===== config.mk =====
export PLATFORM = sky130hd
export DESIGN_NAME = tmr24
export DESIGN_NICKNAME = d
export VERILOG_FILES = /design/src/rtl/tmr24_pkg.sv /design/src/rtl/tmr24_regs.sv /design/src/rtl/tmr24_tick.sv /design/src/rtl/tmr24_core.sv /design/src/rtl/tmr24.sv
export SDC_FILE = /design/constraint.sdc
export NUM_CORES = 1
export LEC_CHECK = 0
export CAP_MARGIN = 20
export CORE_UTILIZATION = 38
export DETAILED_ROUTE_END_ITERATION = 7
export DONT_BUFFER_PORTS = 1
export GPL_TIMING_DRIVEN = 0
export PLACE_DENSITY = 0.64
export SYNTH_ARGS = -nofsm -noshare
export SYNTH_HDL_FRONTEND = slang
export SYNTH_HIERARCHICAL = 1
export SYNTH_SLANG_ARGS = --single-unit

===== constraint.sdc =====
create_clock -name clk -period 3.7 [get_ports clk]
set_input_delay 0.185 -clock clk [delete_from_list [all_inputs] [get_ports clk]]
set_output_delay 0.185 -clock clk [all_outputs]
set_load 0.02 [all_outputs]

===== src/rtl/tmr24_pkg.sv =====
package tmr24_pkg;

    typedef enum logic [1:0] {
        MODE_INTERVAL = 2'd0,
        MODE_PULSE    = 2'd1,
        MODE_WDOG     = 2'd2,
        MODE_OFF      = 2'd3
    } tmode_e;

    // Control byte; bit positions match the register layout.
    typedef struct packed {
        logic   run;
        logic   div_en;
        logic   clr_en;
        logic   rsv4;
        logic   rsv3;
        logic   ext_sel;
        tmode_e mode;
    } ctrl_t;

    localparam logic [7:0] OFS_CTRL  = 8'h00;
    localparam logic [7:0] OFS_STAT  = 8'h04;
    localparam logic [7:0] OFS_CMPA  = 8'h08;
    localparam logic [7:0] OFS_CMPB  = 8'h0C;
    localparam logic [7:0] OFS_IMODE = 8'h10;
    localparam logic [7:0] OFS_DIV   = 8'h20;
    localparam logic [7:0] OFS_PMODE = 8'h30;
    localparam logic [7:0] OFS_WMODE = 8'h40;
    localparam logic [7:0] OFS_COUNT = 8'hF0;

    localparam logic [7:0] CTRL_WMASK = 8'hEF;

endpackage


===== src/rtl/tmr24_regs.sv =====
module tmr24_regs
    import tmr24_pkg::*;
#(
    parameter int CNT_W = 24,
    parameter int DIV_W = 3
) (
    input  logic             clk,
    input  logic             rst_n,
    input  logic             wr,
    input  logic [7:0]       addr,
    input  logic [3:0]       be,
    input  logic [31:0]      wdata,
    input  logic [CNT_W-1:0] cnt,
    input  logic [3:0]       status,
    output logic [31:0]      rdata,
    output ctrl_t            ctrl,
    output logic [CNT_W-1:0] cmp_a,
    output logic [CNT_W-1:0] cmp_b,
    output logic [DIV_W-1:0] div_sel,
    output logic             iv_ie,
    output logic             iv_zc,
    output logic             pa_ie,
    output logic             pb_ie,
    output logic             wd_ie,
    output logic             wd_dis,
    output logic             st_wr,
    output logic             ctrl_clr,
    output logic             ff_load,
    output logic             ff_val
);
    localparam int CMP_BYTES = CNT_W / 8;

    typedef struct packed {
        ctrl_t            ctrl;
        logic [CNT_W-1:0] cmp_a;
        logic [CNT_W-1:0] cmp_b;
        logic [DIV_W-1:0] div_sel;
        logic             iv_ie;
        logic             iv_zc;
        logic             pa_ie;
        logic             pb_ie;
        logic             ffi;
        logic             wd_ie;
        logic             wd_dis;
        logic             wd_kick;
    } regs_t;

    regs_t q, d;
    logic  unused_hi;

    assign unused_hi = ^wdata[31:24];

    always_comb begin
        d        = q;
        st_wr    = 1'b0;
        ctrl_clr = 1'b0;
        ff_load  = 1'b0;
        ff_val   = wdata[0];
        if (wr) begin
            case (addr)
                OFS_CTRL: if (be[0]) begin
                    d.ctrl   = ctrl_t'(wdata[7:0] & CTRL_WMASK);
                    ctrl_clr = !wdata[7] && wdata[5];
                end
                OFS_STAT: st_wr = be[0];
                OFS_CMPA: for (int b = 0; b < CMP_BYTES; b++)
                    if (be[b]) d.cmp_a[8*b +: 8] = wdata[8*b +: 8];
                OFS_CMPB: for (int b = 0; b < CMP_BYTES; b++)
                    if (be[b]) d.cmp_b[8*b +: 8] = wdata[8*b +: 8];
                OFS_IMODE: begin
                    if (be[1]) d.iv_ie = wdata[15];
                    if (be[0]) d.iv_zc = wdata[0];
                end
                OFS_DIV: if (be[0]) d.div_sel = wdata[DIV_W-1:0];
                OFS_PMODE: begin
                    if (be[1]) begin
                        d.pb_ie = wdata[15];
                        d.pa_ie = wdata[14];
                    end
                    if (be[0]) begin
                        d.ffi   = wdata[0];
                        ff_load = !q.ctrl.run;
                    end
                end
                OFS_WMODE: begin
                    if (be[1]) d.wd_ie = wdata[15];
                    if (be[0]) begin
                        d.wd_dis  = wdata[7];
                        d.wd_kick = wdata[0];
                    end
                end
                default: ;
            endcase
        end
    end

    always_ff @(posedge clk) begin
        if (!rst_n) begin
            q       <= '0;
            q.cmp_a <= '1;
            q.cmp_b <= '1;
        end else begin
            q <= d;
        end
    end

    always_comb begin
        rdata = '0;
        case (addr)
            OFS_CTRL:  rdata = 32'(q.ctrl);
            OFS_STAT:  rdata = 32'(status);
            OFS_CMPA:  rdata = 32'(q.cmp_a);
            OFS_CMPB:  rdata = 32'(q.cmp_b);
            OFS_IMODE: begin rdata[15] = q.iv_ie; rdata[0] = q.iv_zc; end
            OFS_DIV:   rdata = 32'(q.div_sel);
            OFS_PMODE: begin rdata[15] = q.pb_ie; rdata[14] = q.pa_ie; rdata[0] = q.ffi; end
            OFS_WMODE: begin rdata[15] = q.wd_ie; rdata[7] = q.wd_dis; rdata[0] = q.wd_kick; end
            OFS_COUNT: rdata = 32'(cnt);
            default:   rdata = '0;
        endcase
    end

    assign ctrl    = q.ctrl;
    assign cmp_a   = q.cmp_a;
    assign cmp_b   = q.cmp_b;
    assign div_sel = q.div_sel;
    assign iv_ie   = q.iv_ie;
    assign iv_zc   = q.iv_zc;
    assign pa_ie   = q.pa_ie;
    assign pb_ie   = q.pb_ie;
    assign wd_ie   = q.wd_ie;
    assign wd_dis  = q.wd_dis;

endmodule


===== src/rtl/tmr24_tick.sv =====
module tmr24_tick #(
    parameter int DIV_W = 3
) (
    input  logic             clk,
    input  logic             rst_n,
    input  logic             ext_clk,
    input  logic             ext_sel,
    input  logic             div_en,
    input  logic [DIV_W-1:0] div_sel,
    output logic             tick
);
    localparam int PS_W  = 1 << DIV_W;
    localparam int CFG_W = DIV_W + 2;

    typedef struct packed {
        logic [PS_W-1:0]  presc;
        logic [2:0]       sync;
        logic [CFG_W-1:0] cfg;
    } tick_t;

    tick_t            q, d;
    logic [PS_W-1:0]  limit;
    logic [CFG_W-1:0] cfg_now;
    logic             changed;
    logic             ext_edge;

    always_comb begin
        cfg_now  = {ext_sel, div_en, div_sel};
        changed  = (cfg_now != q.cfg);
        limit    = {PS_W{1'b1}} >> (PS_W - 1 - int'(div_sel));
        ext_edge = q.sync[1] && !q.sync[2];

        d      = q;
        d.cfg  = cfg_now;
        d.sync = {q.sync[1:0], ext_clk};
        if (changed || q.presc == limit) d.presc = '0;
        else                             d.presc = q.presc + 1'b1;

        if (ext_sel)     tick = ext_edge;
        else if (!div_en) tick = 1'b1;
        else             tick = (q.presc == limit) && !changed;
    end

    always_ff @(posedge clk) begin
        if (!rst_n) q <= '0;
        else        q <= d;
    end

endmodule


===== src/rtl/tmr24_core.sv =====
module tmr24_core
    import tmr24_pkg::*;
#(
    parameter int CNT_W = 24
) (
    input  logic             clk,
    input  logic             rst_n,
    input  logic             tick,
    input  tmode_e           mode,
    input  logic             run,
    input  logic [CNT_W-1:0] cmp_a,
    input  logic [CNT_W-1:0] cmp_b,
    input  logic             iv_ie,
    input  logic             iv_zc,
    input  logic             pa_ie,
    input  logic             pb_ie,
    input  logic             wd_ie,
    input  logic             wd_dis,
    input  logic             st_wr,
    input  logic             ctrl_clr,
    input  logic             ff_load,
    input  logic             ff_val,
    output logic [CNT_W-1:0] cnt,
    output logic [3:0]       status,
    output logic             irq,
    output logic             ff
);
    typedef struct packed {
        logic [CNT_W-1:0] cnt;
        logic [3:0]       status;
        logic             irq;
        logic             ff;
    } core_t;

    core_t            q, d;
    logic [CNT_W-1:0] nxt;
    logic [3:0]       set;
    logic             fire;
    logic             adv;

    always_comb begin
        d    = q;
        nxt  = q.cnt + 1'b1;
        set  = '0;
        fire = 1'b0;
        case (mode)
            MODE_INTERVAL: adv = run && (q.cnt != cmp_a);
            MODE_PULSE:    adv = run;
            MODE_WDOG:     adv = run || !wd_dis;
            default:       adv = 1'b0;
        endcase

        if (tick && adv) begin
            d.cnt = nxt;
            case (mode)
                MODE_INTERVAL: if (nxt == cmp_a) begin
                    set[0] = 1'b1;
                    fire   = iv_ie;
                    d.cnt  = iv_zc ? '0 : cmp_a;
                end
                MODE_PULSE: if (nxt == cmp_a) begin
                    d.ff   = !q.ff;
                    set[1] = 1'b1;
                    fire   = pa_ie;
                end else if (nxt == cmp_b) begin
                    d.ff   = !q.ff;
                    set[2] = 1'b1;
                    fire   = pb_ie;
                    d.cnt  = '0;
                end
                MODE_WDOG: if (nxt == cmp_a) begin
                    set[3] = 1'b1;
                    fire   = wd_ie;
                    d.cnt  = '0;
                end
                default: ;
            endcase
        end

        if (ctrl_clr) d.cnt = '0;
        if (ff_load)  d.ff  = ff_val;
        d.status = (st_wr ? 4'd0 : q.status) | set;
        d.irq    = (st_wr ? 1'b0 : q.irq) | fire;
    end

    always_ff @(posedge clk) begin
        if (!rst_n) q <= '0;
        else        q <= d;
    end

    assign cnt    = q.cnt;
    assign status = q.status;
    assign irq    = q.irq;
    assign ff     = q.ff;

endmodule


===== src/rtl/tmr24.sv =====
module tmr24
    import tmr24_pkg::*;
#(
    parameter int CNT_W = 24,
    parameter int DIV_W = 3
) (
    input  logic        clk,
    input  logic        rst_n,
    input  logic        ext_clk,
    input  logic        bus_wr,
    input  logic [7:0]  bus_addr,
    input  logic [3:0]  bus_be,
    input  logic [31:0] bus_wdata,
    output logic [31:0] bus_rdata,
    output logic        irq,
    output logic        pulse_out
);
    ctrl_t            ctrl;
    logic [CNT_W-1:0] cmp_a, cmp_b, cnt_w;
    logic [DIV_W-1:0] div_sel;
    logic             iv_ie, iv_zc, pa_ie, pb_ie, wd_ie, wd_dis_w;
    logic             st_wr_w, ctrl_clr_w, ff_load_w, ff_val;
    logic [3:0]       status_w;
    logic             tick;
    logic [1:0]       mode_w;
    logic             run_w;
    logic             unused_rsv;

    assign mode_w     = ctrl.mode;
    assign run_w      = ctrl.run;
    assign unused_rsv = ctrl.clr_en ^ ctrl.rsv4 ^ ctrl.rsv3;

    tmr24_regs #(.CNT_W(CNT_W), .DIV_W(DIV_W)) u_regs (
        .clk(clk), .rst_n(rst_n), .wr(bus_wr), .addr(bus_addr), .be(bus_be),
        .wdata(bus_wdata), .cnt(cnt_w), .status(status_w), .rdata(bus_rdata),
        .ctrl(ctrl), .cmp_a(cmp_a), .cmp_b(cmp_b), .div_sel(div_sel),
        .iv_ie(iv_ie), .iv_zc(iv_zc), .pa_ie(pa_ie), .pb_ie(pb_ie),
        .wd_ie(wd_ie), .wd_dis(wd_dis_w), .st_wr(st_wr_w),
        .ctrl_clr(ctrl_clr_w), .ff_load(ff_load_w), .ff_val(ff_val)
    );

    tmr24_tick #(.DIV_W(DIV_W)) u_tick (
        .clk(clk), .rst_n(rst_n), .ext_clk(ext_clk), .ext_sel(ctrl.ext_sel),
        .div_en(ctrl.div_en), .div_sel(div_sel), .tick(tick)
    );

    tmr24_core #(.CNT_W(CNT_W)) u_core (
        .clk(clk), .rst_n(rst_n), .tick(tick), .mode(ctrl.mode), .run(run_w),
        .cmp_a(cmp_a), .cmp_b(cmp_b), .iv_ie(iv_ie), .iv_zc(iv_zc),
        .pa_ie(pa_ie), .pb_ie(pb_ie), .wd_ie(wd_ie), .wd_dis(wd_dis_w),
        .st_wr(st_wr_w), .ctrl_clr(ctrl_clr_w), .ff_load(ff_load_w),
        .ff_val(ff_val), .cnt(cnt_w), .status(status_w), .irq(irq),
        .ff(pulse_out)
    );

endmodule


Word level (Yosys, flattened, before mapping)
Cells that the tools add are included.

storage, ports and cells
  flip-flop bits (word level) = 112
  bits in latches = 0
  bits in writable memories = 0
  bits in read-only memories = 0
  input bits = 48
  logic and storage cells = 129
  memories kept = 0

operators by class
  $add $sub $neg = 3
  $mul = 0
  div/mod/pow operators = 0
  magnitude comparators = 0
  equality and inequality tests = 15
  shifts and indexed selects = 1
  muxes and demuxes = 44
  bitwise operators = 3
  reductions and logical operators = 35

operators by type and width
  operator               count
  $mux 24                5
  $pmux 24 s3            1
  $eq 24x24->1           2
  $reduce_and 3->1       15
  $pmux 6 s6             1
  $shr 8x32->8 const A   1
  $mux 1                 26
  $add 24x1->24 const B  1
  $ne 24x24->1           1
  $pmux 8 s3             1
  $pmux 6 s3             1
  $eq 8x4->1 const B     2
  $eq 8x6->1 const B     2
  $pmux 1 s9             1
  $add 8x1->8 const B    1
  $eq 8x3->1 const B     1
  $eq 8x5->1 const B     1
  $eq 8x7->1 const B     1
  $eq 8x8->1             1
  $eq 8x8->1 const B     1
  $logic_not 8->1        1
  $mux 4                 2
  $logic_not 1->1        6
  $pmux 1 s3             2
  other kinds (17)       24

Longest topological paths before layout
  word-level depth = 9
  gate-level depth with buffers = 16
  depth with buffers taken out = 11

By module
Netlist, hierarchy kept.

by module, submodules not included
  module      times used  cells each  area each (µm²)  seq. area each (µm²)
  tmr24_regs  1           444         3832.4           1321.3
  tmr24_core  1           511         3619.7           600.6
  tmr24_tick  1           88          784.5            320.3

Worst setup path before layout
Ideal clock, no wire load.

  path kind = register to register
  start = register u_core.q, in the netlist u_core/cnt[0]
  end = register u_core.q, in the netlist u_core/cnt[9]
  library setup time = 0.133 ns
  arrival = 3.541 ns
  slack = 0.026 ns
  stages on the path, launching flop included = 15
  buffers on the path = 3
  period minus slack after synthesis = 3.674 ns
  cells stage by stage = dfxtp_1 > ha_1 > clkbuf_1 > nand4_1 > nor4_1 > mux2_2 > nor4_1 > nand4_1 > nor4_4 > a21oi_4 > or2_1 > buf_6 > buf_6 > a22oi_1 > o22ai_1

between the ends
  word-level cells in the longest chain between the ends = 5
  elaborated cells on any way between the ends = 12
  those cells by class = add/sub (1); eq/ne (3); mux (6); reduce/logical (2)

ends and longest elaborated chain
  element                 RTL line          text
  start, declared         tmr24_core.sv:35  core_t q, d;
  start signal, assigned  tmr24_core.sv:87  if (!rst_n) q <= '0;
  start signal, assigned  tmr24_core.sv:88  else q <= d;
  $add 24x1->24           tmr24_core.sv:43  nxt = q.cnt + 1'b1;
  $eq 24x24->1            tmr24_core.sv:65  end else if (nxt == cmp_b) begin
  $mux 24                 tmr24_core.sv:65
  $mux 24                 tmr24_core.sv:61  MODE_PULSE: if (nxt == cmp_a) begin
  $pmux 24 s3             tmr24_core.sv:55  case (mode)

Parallel ways exist; a longest one is shown, timed or not.
A chain may end at the register's enable or synchronous reset.

Final worst setup path
  start = register u_core.q, in the netlist u_core/cnt[4]
  end = register u_core.q, in the netlist u_core/cnt[7]

The elaborated chain is that of the path after synthesis.

==> summary.md <==
| Metric | Value |
|---|---|
| Status | finished, final reports clean |
| Worst hold path cell count | 2 |
| CP delay by family, top | simple AND/OR/NAND/NOR gates |
| Core area | 21100 um^2 |
| Die Span X | 149 um |
| Worst Path Arrival | 3880 ps |
| Tot Pwr | 2.45 mW |
| Worst hold margin | 70.6 ps |
| Routability cong. | ~1.0 |
| Worst-case vdd ir drop | 190 uV |
| Share of cells above drive strength 1 | 0.199 |
| Initial Utilization | 0.390 |
| Cells after DPL | 1322 |
| Gr ovfl total | 0 |
| Hold endpoint | u_regs/iv_ie$_SDFFE_PN0P_ |
| CP max stage delay | ~660 ps |
| Max-slew headroom | 0.441 |
| Worst Clk Skew | 13.0 ps |
| CTS Root Buffer Type | clkbuf_16 |
| CP Data Required Time | 3950 ps |
| Longest Clk Path Bufs | 2 |
| PwrDens | 253 nW/um^2 |
| R2R Setup Slk | 70 ps |
| Initial antenna violation count | 0 |
| Worst-path clk slew | 80 ps |
| Vias in the first global route | around 7.4k |
| Critical Path Source | u_core/cnt[4]$_SDFFE_PP0P_ |
| Min-delay src | bus_wr |
| Crit-path max FO | 10 |
| CP Cell Sequence | buf_4, nand4_1, or4_4, o21ai_0, nand4_1, nor4_4, and4_1, buf_6, nor2_4, or2_1, buf_6, buf_12, a31oi_2, o22ai_1 |
| Mean Syn Cell Area | approximately 7.9 um^2 |
| Max Cap Viol | 0 |
| R2R depth | 14 |
| Area after DPL | roughly 8600 um^2 |
| Max Fclk | 275 MHz |
| H-tree levels | 3 |
| Worst reg2reg startpoint | u_core/cnt[4]$_SDFFE_PP0P_ |
| Crit start category | register |
| Final WL | between 20 and 30 mm |
| Via density | 5.85 |
| P&R area growth vs syn | 17.6% |
| P_leak | 3.86 nW |
| CP Capture Type | register |
| Max-slew violations | 0 |
| Final setup fails | 0 |
| TritonCTS Buffers | 9 |
| Initial DRC count | 739 |
| Largest net degree at the start of global routing | 22 |
| Synthesized area | 8210 um^2 |
| Die Area | 22200 um^2 |
| HPWL after DPL | 22.5 mm |
| Core Rows | 53 |
| Clock period minus worst slack | between 3000 and 4000 ps |
| Final antenna-violating net count | 0 |
| Worst Path Class, Setup | register to register |
| Total Nets Final | approximately 1.2k |
| Fin crit share | 0.982 |
| Residual DRC | 0 |
| PortBufs | 0 |
| R2r endpoint | u_core/cnt[7]$_SDFFE_PP0P_ |
| Synth warn | 6 |
| Final Hold Vio Count | 0 |
| First-pass GRT wire length | 44.4 mm |
| Final Instance Area | 9660 um^2 |
| Mapped Cells | 1040 |
| Clk_lat worst skew | ~370 ps |
| First-pass DRT Iterations | 8 |
| Wire per inst | 21.6 um |
| CTS tree | done |
| Critical path buffers and inverters | 4 |
| Top Ports | 82 |
| Non-Filler Instances | 1389 |
| Slowest-stage cell, CP | or4_4 |
| Die H | 149 um |
| Hold Crit Class | input port to register |
| Sink Count | 112 |
| Slew @ Worst Pin | 838 ps |
| GRT Total Usage | 0.268 |
| Vias | 8132 |
[worst max-delay path by stage]
stage / endpoint / slack [ps] / cells past startpoint
finish: u_core/cnt[7]$_SDFFE_PP0P_ / 70 / 14
global route: u_core/cnt[9]$_SDFFE_PP0P_ / -40 / 15
CTS: u_core/irq$_SDFF_PN0_ / 1 / 14
detailed placement: u_core/cnt[18]$_SDFFE_PP0P_ / -1070 / 13
global placement: u_core/cnt[2]$_SDFFE_PP0P_ / -990 / 13
floorplan: u_core/cnt[9]$_SDFFE_PP0P_ / 30 / 14
[what timing repair did]
| action | 4_1_cts | 5_1_grt |
|---|---|---|
| setup buffers | 13 | 17 |
| pin swaps | 10 | 20 |
| endpoints found under the setup margin | 30 | 24 |
| gates resized for setup | 32 | 46 |
| hold buffers | 26 | 0 |
| gates cloned | 0 | 1 |
| hold endpoints to repair | 87 | 0 |
[routing by layer]
| layer | vias up | routed length [um] | global-route usage |
|---|---|---|---|
| met5 | - | 0 | 0 |
| met4 | 0 | 970 | 0.106 |
| met3 | 78 | 2820 | 0.0575 |
| met2 | 437 | 13200 | 0.409 |
| met1 | 3817 | 13000 | 0.367 |
| li1 | 3800 | - | - |
[sequential cells by signal, indices dropped and copies added, names as in the netlist]
| signal | flops |
|---|---|
| u_core/cnt | 24 |
| u_regs/cmp_a | 24 |
| u_regs/cmp_b | 24 |
| u_tick/q | 14 |
| u_regs/ctrl | 7 |
| u_core/status | 4 |
| u_regs/div_sel | 3 |
| u_regs/q | 2 |
| u_tick/d | 2 |
| u_core/ff | 1 |
| u_core/irq | 1 |
| u_regs/iv_ie | 1 |
| u_regs/iv_zc | 1 |
| u_regs/pa_ie | 1 |
| u_regs/pb_ie | 1 |
| u_regs/wd_dis | 1 |
| u_regs/wd_ie | 1 |
[placed cells by master (no fill, tap or decap), types with 10 or more instances in the layout]
cell	instances
nor2_1	44
o21ai_0	33
dfxtp_1	102
buf_4	98
clkbuf_16	10
mux2i_1	55
clkbuf_1	27
nor3_1	20
nor2b_1	21
nand3_1	58
buf_2	10
xnor2_1	34
inv_1	22
nor4_1	16
nand2_1	156
dlygate4sd3_1	26
o22ai_1	12
xor2_1	42
nand4_1	21
a21oi_1	25
a22oi_1	26
and2_1	18
and3_1	10
[per-stage QoR]
step	setup slack (ps)	utilization	setup TNS, ps
final	67.1	0.458	0
after global routing	-35.8	0.458	-55.8
after CTS	1.05	0.445	0
after detailed placement	-1070	0.407	-24090
after global placement	-992	0.407	-22190
after floorplan	25.8	-	0
[worst reg2reg max path, cell delays in order, from the launching register on]
cell	delay, ps
dfxtp_2	360
buf_4	180
nand4_1	250
or4_4	660
o21ai_0	180
nand4_1	170
nor4_4	410
and4_1	250
buf_6	130
nor2_4	70
or2_1	240
buf_6	160
buf_12	150
a31oi_2	210
o22ai_1	90
[report_power, final]
| group | internal (mW) | switching, mW |
|---|---|---|
| Combinational | 0.0682 | 0.122 |
| Sequential | 1.21 | 0.00983 |
| Clock | 0.499 | 0.538 |
[layout make-up]
cell class / instances / area [um^2]
Sequential cell: 112 / 2260
Timing Repair Buffer: 57 / 527
Fill cell: 2148 / 11400
Antenna cell: 1 / 2.50
Clock buffer: 10 / 239
Tap cell: 275 / 344
Clock inverter: 6 / 65.1
Buffer: 129 / 871
Inverter: 22 / 82.6
Multi-Input combinational cell: 777 / 5270
(Power assumes the default switching activity.)
